[config.mk]
export PLATFORM = sky130hd
export DESIGN_NAME = access_trap_arbiter
export DESIGN_NICKNAME = d
export VERILOG_FILES = /design/src/rtl/trap_arb_pkg.sv /design/src/rtl/enc_match.sv /design/src/rtl/trap_prio_eval.sv /design/src/rtl/rsp_fsm.sv /design/src/rtl/access_trap_arbiter.sv
export SDC_FILE = /design/constraint.sdc
export NUM_CORES = 1
export LEC_CHECK = 0
export BUFFER_PORTS_ARGS = -buffer_cell sky130_fd_sc_hd__buf_2
export CAP_MARGIN = 20
export CORE_AREA = 2 2 39 41
export CTS_BUF_LIST = sky130_fd_sc_hd__clkbuf_4 sky130_fd_sc_hd__clkbuf_8
export DETAILED_ROUTE_END_ITERATION = 6
export DIE_AREA = 0 0 41 43
export GPL_ROUTABILITY_DRIVEN = 0
export MAX_ROUTING_LAYER = met4
export PLACE_DENSITY = 0.9
export SYNTH_ARGS = -nofsm -noshare
export SYNTH_HDL_FRONTEND = slang
export SYNTH_HIERARCHICAL = 1
export SYNTH_SLANG_ARGS = --single-unit
[constraint.sdc]
create_clock -name clk -period 3.01 [get_ports clk]
set_input_delay 0.301 -clock clk [delete_from_list [all_inputs] [get_ports clk]]
set_output_delay 0.301 -clock clk [all_outputs]
set_load 0.02 [all_outputs]
[src/rtl/trap_arb_pkg.sv]
package trap_arb_pkg;

    localparam int EL_W   = 2;
    localparam int CODE_W = 3;
    localparam int EC_W   = 6;
    localparam logic [EC_W-1:0] EC_TRACE_TRAP = 6'h18;

    typedef enum logic [CODE_W-1:0] {
        RES_PERMIT   = 3'd0,
        RES_UNDEF    = 3'd1,
        RES_TRAP_EL1 = 3'd2,
        RES_TRAP_EL2 = 3'd3,
        RES_TRAP_EL3 = 3'd4
    } access_res_e;

    typedef struct packed {
        logic halted;
        logic sec_dbg_off;
        logic el3_prio_opt;
        logic el2_enabled;
        logic el3_present;
        logic fgt_enable;
        logic tta_el1;
        logic tta_el2;
        logic tta_el3;
        logic fgt_rd;
        logic fgt_wr;
    } trap_ctl_t;

    function automatic logic is_trap(input access_res_e r);
        return (r == RES_TRAP_EL1) || (r == RES_TRAP_EL2) || (r == RES_TRAP_EL3);
    endfunction

endpackage

[src/rtl/enc_match.sv]
module enc_match #(
    parameter logic [1:0] OP0 = 2'b10,
    parameter logic [2:0] OP1 = 3'b001,
    parameter logic [3:0] CRN = 4'b0111,
    parameter logic [3:0] CRM = 4'b1000,
    parameter logic [2:0] OP2 = 3'b110
) (
    input  logic [1:0] op0,
    input  logic [2:0] op1,
    input  logic [3:0] crn,
    input  logic [3:0] crm,
    input  logic [2:0] op2,
    output logic       hit
);
    localparam int ENC_W = 16;
    localparam logic [ENC_W-1:0] ENC_REF = {OP0, OP1, CRN, CRM, OP2};

    logic [ENC_W-1:0] enc_in;

    always_comb begin
        enc_in = {op0, op1, crn, crm, op2};
        hit    = (enc_in == ENC_REF);
    end
endmodule

[src/rtl/trap_prio_eval.sv]
module trap_prio_eval
    import trap_arb_pkg::*;
(
    input  logic [EL_W-1:0] el,
    input  logic            is_write,
    input  trap_ctl_t       ctl,
    output access_res_e     result
);
    logic first_undef;
    logic fg_dir_bit;
    logic fg_route_ok;
    logic last_el3_hit;
    logic last_undef;

    always_comb begin
        // Halted-debug undefined case checked first at levels 1 and 2
        first_undef  = ctl.halted & ctl.el3_present & ctl.sec_dbg_off &
                       ctl.el3_prio_opt & ctl.tta_el3;
        fg_dir_bit   = is_write ? ctl.fgt_wr : ctl.fgt_rd;
        fg_route_ok  = ctl.el2_enabled & (~ctl.el3_present | ctl.fgt_enable);
        last_el3_hit = ctl.el3_present & ctl.tta_el3;
        last_undef   = ctl.halted & ctl.sec_dbg_off;
    end

    always_comb begin
        result = RES_PERMIT;
        unique case (el)
            2'd0: result = RES_UNDEF;
            2'd1: begin
                if (first_undef)                          result = RES_UNDEF;
                else if (ctl.tta_el1)                     result = RES_TRAP_EL1;
                else if (ctl.el2_enabled && ctl.tta_el2)  result = RES_TRAP_EL2;
                else if (fg_route_ok && fg_dir_bit)       result = RES_TRAP_EL2;
                else if (last_el3_hit)                    result = last_undef ? RES_UNDEF : RES_TRAP_EL3;
                else                                      result = RES_PERMIT;
            end
            2'd2: begin
                if (first_undef)                          result = RES_UNDEF;
                else if (ctl.tta_el2)                     result = RES_TRAP_EL2;
                else if (last_el3_hit)                    result = last_undef ? RES_UNDEF : RES_TRAP_EL3;
                else                                      result = RES_PERMIT;
            end
            2'd3: result = ctl.tta_el3 ? RES_TRAP_EL3 : RES_PERMIT;
            default: result = RES_UNDEF;
        endcase
    end

    always_comb begin
        if (el == 2'd3) begin
            AST_EL3_NEVER_UNDEF: assert (result != RES_UNDEF);
        end
        if (el == 2'd0) begin
            AST_EL0_ALWAYS_UNDEF: assert (result == RES_UNDEF);
        end
    end
endmodule

[src/rtl/rsp_fsm.sv]
module rsp_fsm
    import trap_arb_pkg::*;
(
    input  logic              clk,
    input  logic              rst_n,
    input  logic              req_valid,
    input  logic              hit,
    input  access_res_e       verdict,
    output logic              rsp_valid,
    output logic [CODE_W-1:0] rsp_code,
    output logic              rsp_nomatch,
    output logic [EC_W-1:0]   rsp_class
);
    typedef enum logic {ST_IDLE = 1'b0, ST_RESP = 1'b1} rsp_state_e;

    rsp_state_e        state_q, state_d;
    logic [CODE_W-1:0] code_q;
    logic              nomatch_q;
    logic [EC_W-1:0]   class_q;

    always_comb begin
        state_d = state_q;
        unique case (state_q)
            ST_IDLE: if (req_valid)  state_d = ST_RESP;   // T_ACCEPT
            ST_RESP: if (!req_valid) state_d = ST_IDLE;   // T_DRAIN, else T_CHAIN
            default: state_d = ST_IDLE;
        endcase
    end

    always_ff @(posedge clk) begin
        if (!rst_n) state_q <= ST_IDLE;
        else        state_q <= state_d;
    end

    always_ff @(posedge clk) begin
        if (!rst_n || !req_valid) begin
            code_q    <= '0;
            nomatch_q <= 1'b0;
            class_q   <= '0;
        end else if (!hit) begin
            code_q    <= RES_PERMIT;
            nomatch_q <= 1'b1;
            class_q   <= '0;
        end else begin
            code_q    <= verdict;
            nomatch_q <= 1'b0;
            class_q   <= is_trap(verdict) ? EC_TRACE_TRAP : '0;
        end
    end

    always_comb begin
        rsp_valid   = 1'b0;
        rsp_code    = '0;
        rsp_nomatch = 1'b0;
        rsp_class   = '0;
        unique case (state_q)
            ST_IDLE: ;
            ST_RESP: begin
                rsp_valid   = 1'b1;
                rsp_code    = code_q;
                rsp_nomatch = nomatch_q;
                rsp_class   = class_q;
            end
            default: ;
        endcase
    end

    AST_RSP_FOLLOWS_REQ: assert property (@(posedge clk) disable iff (!rst_n)
        req_valid |=> rsp_valid);
    AST_NO_SPURIOUS_RSP: assert property (@(posedge clk) disable iff (!rst_n)
        !req_valid |=> !rsp_valid);
    AST_NOMATCH_NO_TRAP: assert property (@(posedge clk) disable iff (!rst_n)
        (req_valid && !hit) |=> (rsp_nomatch && rsp_code == '0 && rsp_class == '0));
endmodule

[src/rtl/access_trap_arbiter.sv]
module access_trap_arbiter
    import trap_arb_pkg::*;
(
    input  logic        clk,
    input  logic        rst_n,
    input  logic        req_valid,
    input  logic        req_write,
    input  logic [1:0]  req_el,
    input  logic [1:0]  enc_op0,
    input  logic [2:0]  enc_op1,
    input  logic [3:0]  enc_crn,
    input  logic [3:0]  enc_crm,
    input  logic [2:0]  enc_op2,
    input  logic        halted,
    input  logic        sec_dbg_off,
    input  logic        el3_prio_opt,
    input  logic        el2_enabled,
    input  logic        el3_present,
    input  logic        fgt_enable,
    input  logic        tta_el1,
    input  logic        tta_el2,
    input  logic        tta_el3,
    input  logic        fgt_rd,
    input  logic        fgt_wr,
    output logic        rsp_valid,
    output logic [2:0]  rsp_code,
    output logic        rsp_nomatch,
    output logic [5:0]  rsp_class
);
    trap_ctl_t   ctl;
    logic        enc_hit;
    access_res_e verdict;

    always_comb begin
        ctl = '{halted:       halted,
                sec_dbg_off:  sec_dbg_off,
                el3_prio_opt: el3_prio_opt,
                el2_enabled:  el2_enabled,
                el3_present:  el3_present,
                fgt_enable:   fgt_enable,
                tta_el1:      tta_el1,
                tta_el2:      tta_el2,
                tta_el3:      tta_el3,
                fgt_rd:       fgt_rd,
                fgt_wr:       fgt_wr};
    end

    enc_match u_match (
        .op0 (enc_op0),
        .op1 (enc_op1),
        .crn (enc_crn),
        .crm (enc_crm),
        .op2 (enc_op2),
        .hit (enc_hit)
    );

    trap_prio_eval u_eval (
        .el       (req_el),
        .is_write (req_write),
        .ctl      (ctl),
        .result   (verdict)
    );

    rsp_fsm u_fsm (
        .clk         (clk),
        .rst_n       (rst_n),
        .req_valid   (req_valid),
        .hit         (enc_hit),
        .verdict     (verdict),
        .rsp_valid   (rsp_valid),
        .rsp_code    (rsp_code),
        .rsp_nomatch (rsp_nomatch),
        .rsp_class   (rsp_class)
    );

    AST_TRAP_CLASS: assert property (@(posedge clk) disable iff (!rst_n)
        (rsp_valid && rsp_code >= 3'd2) |-> (rsp_class == 6'h18));
    AST_NONTRAP_CLASS: assert property (@(posedge clk) disable iff (!rst_n)
        (rsp_code < 3'd2) |-> (rsp_class == 6'h0));
    AST_FIRST_UNDEF_WINS: assert property (@(posedge clk) disable iff (!rst_n)
        (req_valid && enc_hit && (req_el == 2'd1 || req_el == 2'd2) && halted &&
         el3_present && sec_dbg_off && el3_prio_opt && tta_el3) |=> (rsp_code == 3'd1));
    AST_EL1_TRAP_ROUTE: assert property (@(posedge clk) disable iff (!rst_n)
        (req_valid && enc_hit && req_el == 2'd1 && tta_el1 &&
         !(halted && el3_present && sec_dbg_off && el3_prio_opt && tta_el3)) |=> (rsp_code == 3'd2));
    AST_EL3_TRAP_ROUTE: assert property (@(posedge clk) disable iff (!rst_n)
        (req_valid && enc_hit && req_el == 2'd3 && tta_el3) |=> (rsp_code == 3'd4));
endmodule

Word level (Yosys, flattened, before mapping):

Cells that the tools add are included.

* add/sub/neg operators: 0
* multiply operators: 0
* divide/modulo/power cells: 0
* $lt $le $gt $ge: 0
* eq/ne operators: 7
* shifts and indexed selects: 0
* multiplexer cells: 18
* bitwise logic cells: 10
* reduce and logical (&&, ||, !) cells: 9

Operator list (count)
* $mux 3: 10
* $eq 16x16->1 const B: 1
* $pmux 3 s4: 1
* $and 1x1->1: 7
* $eq 3x2->1 const B: 2
* $mux 6: 1
* $mux 1: 5
* $mux 5: 1
* $eq 2x2->1 const B: 2
* $eq 3x3->1 const B: 1
* $logic_or 1x1->1: 3
* $eq 2x1->1 const B: 1
* $logic_and 1x1->1: 2
* $logic_not 1->1: 2
* $logic_not 2->1: 1
* $not 1->1: 2
* $reduce_or 2->1: 1
* $or 1x1->1: 1

* bits in registers: 11
* bits in latches: 0
* bits in writable memories: 0
* ROM bits: 0
* input port bits: 33
* output and inout port bits: 11
* logic and storage cells: 48
* memories: 0

Longest topological paths before layout:

* word-level depth: 13
* mapped depth: 5
* depth with buffers taken out: 5

By module:

The synthesis kept the hierarchy.

By module, submodules not included
* rsp_fsm: times used 1, cells each 26, area an instance 262.8 um^2, sequential area each 120.1 um^2
* trap_prio_eval: times used 1, cells each 22, area an instance 167.7 um^2, sequential area each 0.0 um^2
* enc_match: times used 1, cells each 5, area an instance 53.8 um^2, sequential area each 0.0 um^2

Worst setup path before layout:

OpenSTA, ideal clock, no wires.

* path kind: input to register
* from: input port enc_op1[1]
* to: register u_fsm.code_q[1]
* setup time: 0.059 ns
* arrival time: 1.422 ns
* required time: 2.951 ns
* path slack: 1.529 ns
* stages on the path: 4
* buffers on the path: 0
* cells stage by stage: or4b_1 -> nor4_2 -> and3_4 -> and2_1

* cells in the longest elaborated chain, start to end: 3

RTL lines
* start: declaration: RTL line access_trap_arbiter.sv:10 `input logic [2:0] enc_op1,`
* $eq 16x16->1: RTL line enc_match.sv:22 `hit = (enc_in == ENC_REF);`
* net enc_hit: RTL line access_trap_arbiter.sv:31 `logic enc_hit;`
* $not 1->1 (no source line)
* $reduce_or 2->1 (no source line)
* end signal: assignment: RTL line rsp_fsm.sv:45 `code_q <= verdict;`
* end: declaration: RTL line rsp_fsm.sv:17 `logic [CODE_W-1:0] code_q;`

The timed path passes the listed nets, and every way through them passes these cells.
A chain may end at the register's enable or synchronous reset.

Final worst setup path:

* from: input port enc_op1[1]
* to: register u_fsm.code_q[2]

The elaborated chain is that of the path after synthesis.

==> impl_results.md <==
- Run status: complete, no violations
- Slowest stage delay, CP: 530 ps
- Post-synth EDFFs: 0
- Async SR Flop Fraction: 0%
- First-pass GRT wire length: 1500 um
- CP required: 3180 ps
- Crit path arrival time: 1580 ps
- Gate power share: 25.4%
- Layout Nets: 128
- Pleak: 0.000362 uW
- Final setup viols: 0
- Switching share of total power: 24.8%
- Register area share after synthesis: 24.8%
- CTS Sinks: 6
- # DRC: 0
- CP Capture Type: flop
- Cell count after synthesis: 53
- Final hold viol count: 0
- Top Ports: 44
- CTS Buffer Depth: 2
- Area grow syn2layout: 43.7%
- Top area cells in the synthesized netlist: dfxtp_1 25%, and2_1 12%, buf_4 7.8%
- Drt total wl: 1020 um
- Reg clk slew, reported paths: 50 ps
- Peak VDD IR: 0.108 mV
- Pint: 154 uW
- Main synth FF type: dfxtp_1
- GRT Util Overall: 11.9%
- Switch Pwr: 50.7 uW
- Seq pwr share: 40.1%
- Top cell type by total area after synthesis: dfxtp_1
- Share of layout cells above drive strength 1: 50.5%
- Die Ht: 43 um
- Hold Path Class: input pin to flop
- Total power: 204 uW
- Cell Area, Synth: 484 um^2
- DR iter-0 viols: 2
- Setup TNS: 0 ps
- Ant. Diodes: 0
- CP max-delay cell: or4b_1
- CTS Buf Count: 3
- Minimum clock period: 1400 ps
- CTS tree: built
- Power density over the cells: 294 nW/um^2
- Post-CTS Resized: 0
- Setup Buffers After CTS: 0
- Mean post-synth cell area: 9.14 um^2
- Largest net degree at the start of global routing: 7
- HPWL after DPL: 929 um
- Cell variety after synth: 29
- Startpoint types: input pin
- CP max FO: 4
- Starting density of the core: 35.0%
- Post-Layout Inst Area: 696 um^2
- WL/cell: 9.38 um
- Clock power frac: 34.5%
- Critical setup path kind: input pin to flop
- Fin. max-slew vios: 0
- Share of the synthesized area in the top cell type: 24.8%
- Hold-fix buffers, CTS: 0
- H-tree levels: 1
- Maxcap violations: 0
- Die Width: 41 um
- Register bit total from synthesis: 6
- Antenna violations before repair: 0
- WP buf/inv: 1
- TritonRoute pass-1 iters: 2
- Synth warnings: 6
- Gr ovfl total: 0
- Max frequency: 713 MHz
- Port-buffer cells: 39
- Fin util: 50.3%
- Delay-heaviest family, CP: simple AND/OR/NAND/NOR gates
- Via count: 515
- Die area: 1760 um^2
- Synth top cells by count: 9 x and2_1, 6 x dfxtp_1, 5 x buf_4
- Worst-path cell chain: buf_2 > or4b_1 > nor4_2 > and3_4 > and2_1
- Core area: 1380 um^2
- Row cnt: 14
- CTS root buf: clkbuf_4
- RSZ-0062 raised after global routing: no
- Final period util: 46.6%
- Count leader, synth: and2_1
- Post-route ant nets: 0
- Vias in the first global route: 420
- Placed Area: 673 um^2
- Post-DR vias/cell: 4.72
-- power by group through the flow --
stage	Sequential, uW	Combinational, uW	Clock (uW)
6_report	81.9	51.8	70.5
5_1_grt	82.1	57.0	75.9
4_1_cts	81.9	51.8	72.9
3_5_place_dp	83.4	51.7	0
3_3_place_gp	83.3	50.4	0
2_1_floorplan	84.2	28.0	0
-- cells in the final DEF (no fill, tap or decap), drive strengths merged, types with 2 or more instances in the layout --
master / count
o221ai: 2
a21boi: 2
and2b: 2
or4bb: 2
dfxtp: 6
nand2b: 3
clkbuf: 3
nand2: 2
buf: 39
inv: 2
and2: 9
conb: 4
-- routing by layer --
metal  track usage [%]  part of all wire (%)
met2              20.6                    56
met4              5.33                     0
met1              12.3                    38
met5                 -                     0
met3              2.09                   5.8
-- cell families (layout without fill, tap and decap cells) --
group                  after synthesis  after routing  share of synthesized area (%)
AND/OR/NAND/NOR                     27             27                           42.9
AO/OA/AOI/OAI                       11             11                           19.1
buffers and inverters                7             44                           9.30
flip-flops                           6              6                           24.8
other                                1              4                          0.774
multiplexers                         1              1                           3.10
-- metrics by stage --
step                setup WS [ps]  std cells  hold WS, ps
floorplan                    1530         56          439
global placement             1410        106          543
detailed placement           1360        106          541
CTS                          1600        109          296
global route                 1540        109          300
finish                       1610        109          298
-- worst paths after layout --
path                       start                          to  slack [ps]  cells past startpoint
worst max-delay path  enc_op1[1]  u_fsm/code_q[2]$_SDFF_PP0_        1610                      5
worst min-delay path   req_valid    u_fsm/state_q$_SDFF_PN0_         300                      2
-- sequential cells by signal, indices dropped and copies added (netlist names) --
signal           flops
u_fsm/class_q        1
u_fsm/code_q         3
u_fsm/nomatch_q      1
u_fsm/state_q        1
-- area by class of cell --
type | count | area, um^2
inverter | 2 | 7.51
timing repair buffer | 39 | 195
sequential | 6 | 120
clock buffer | 3 | 22.5
multi-input combinational | 43 | 330
fill | 138 | 688
tap | 16 | 20.0
(Power assumes the default switching activity.)
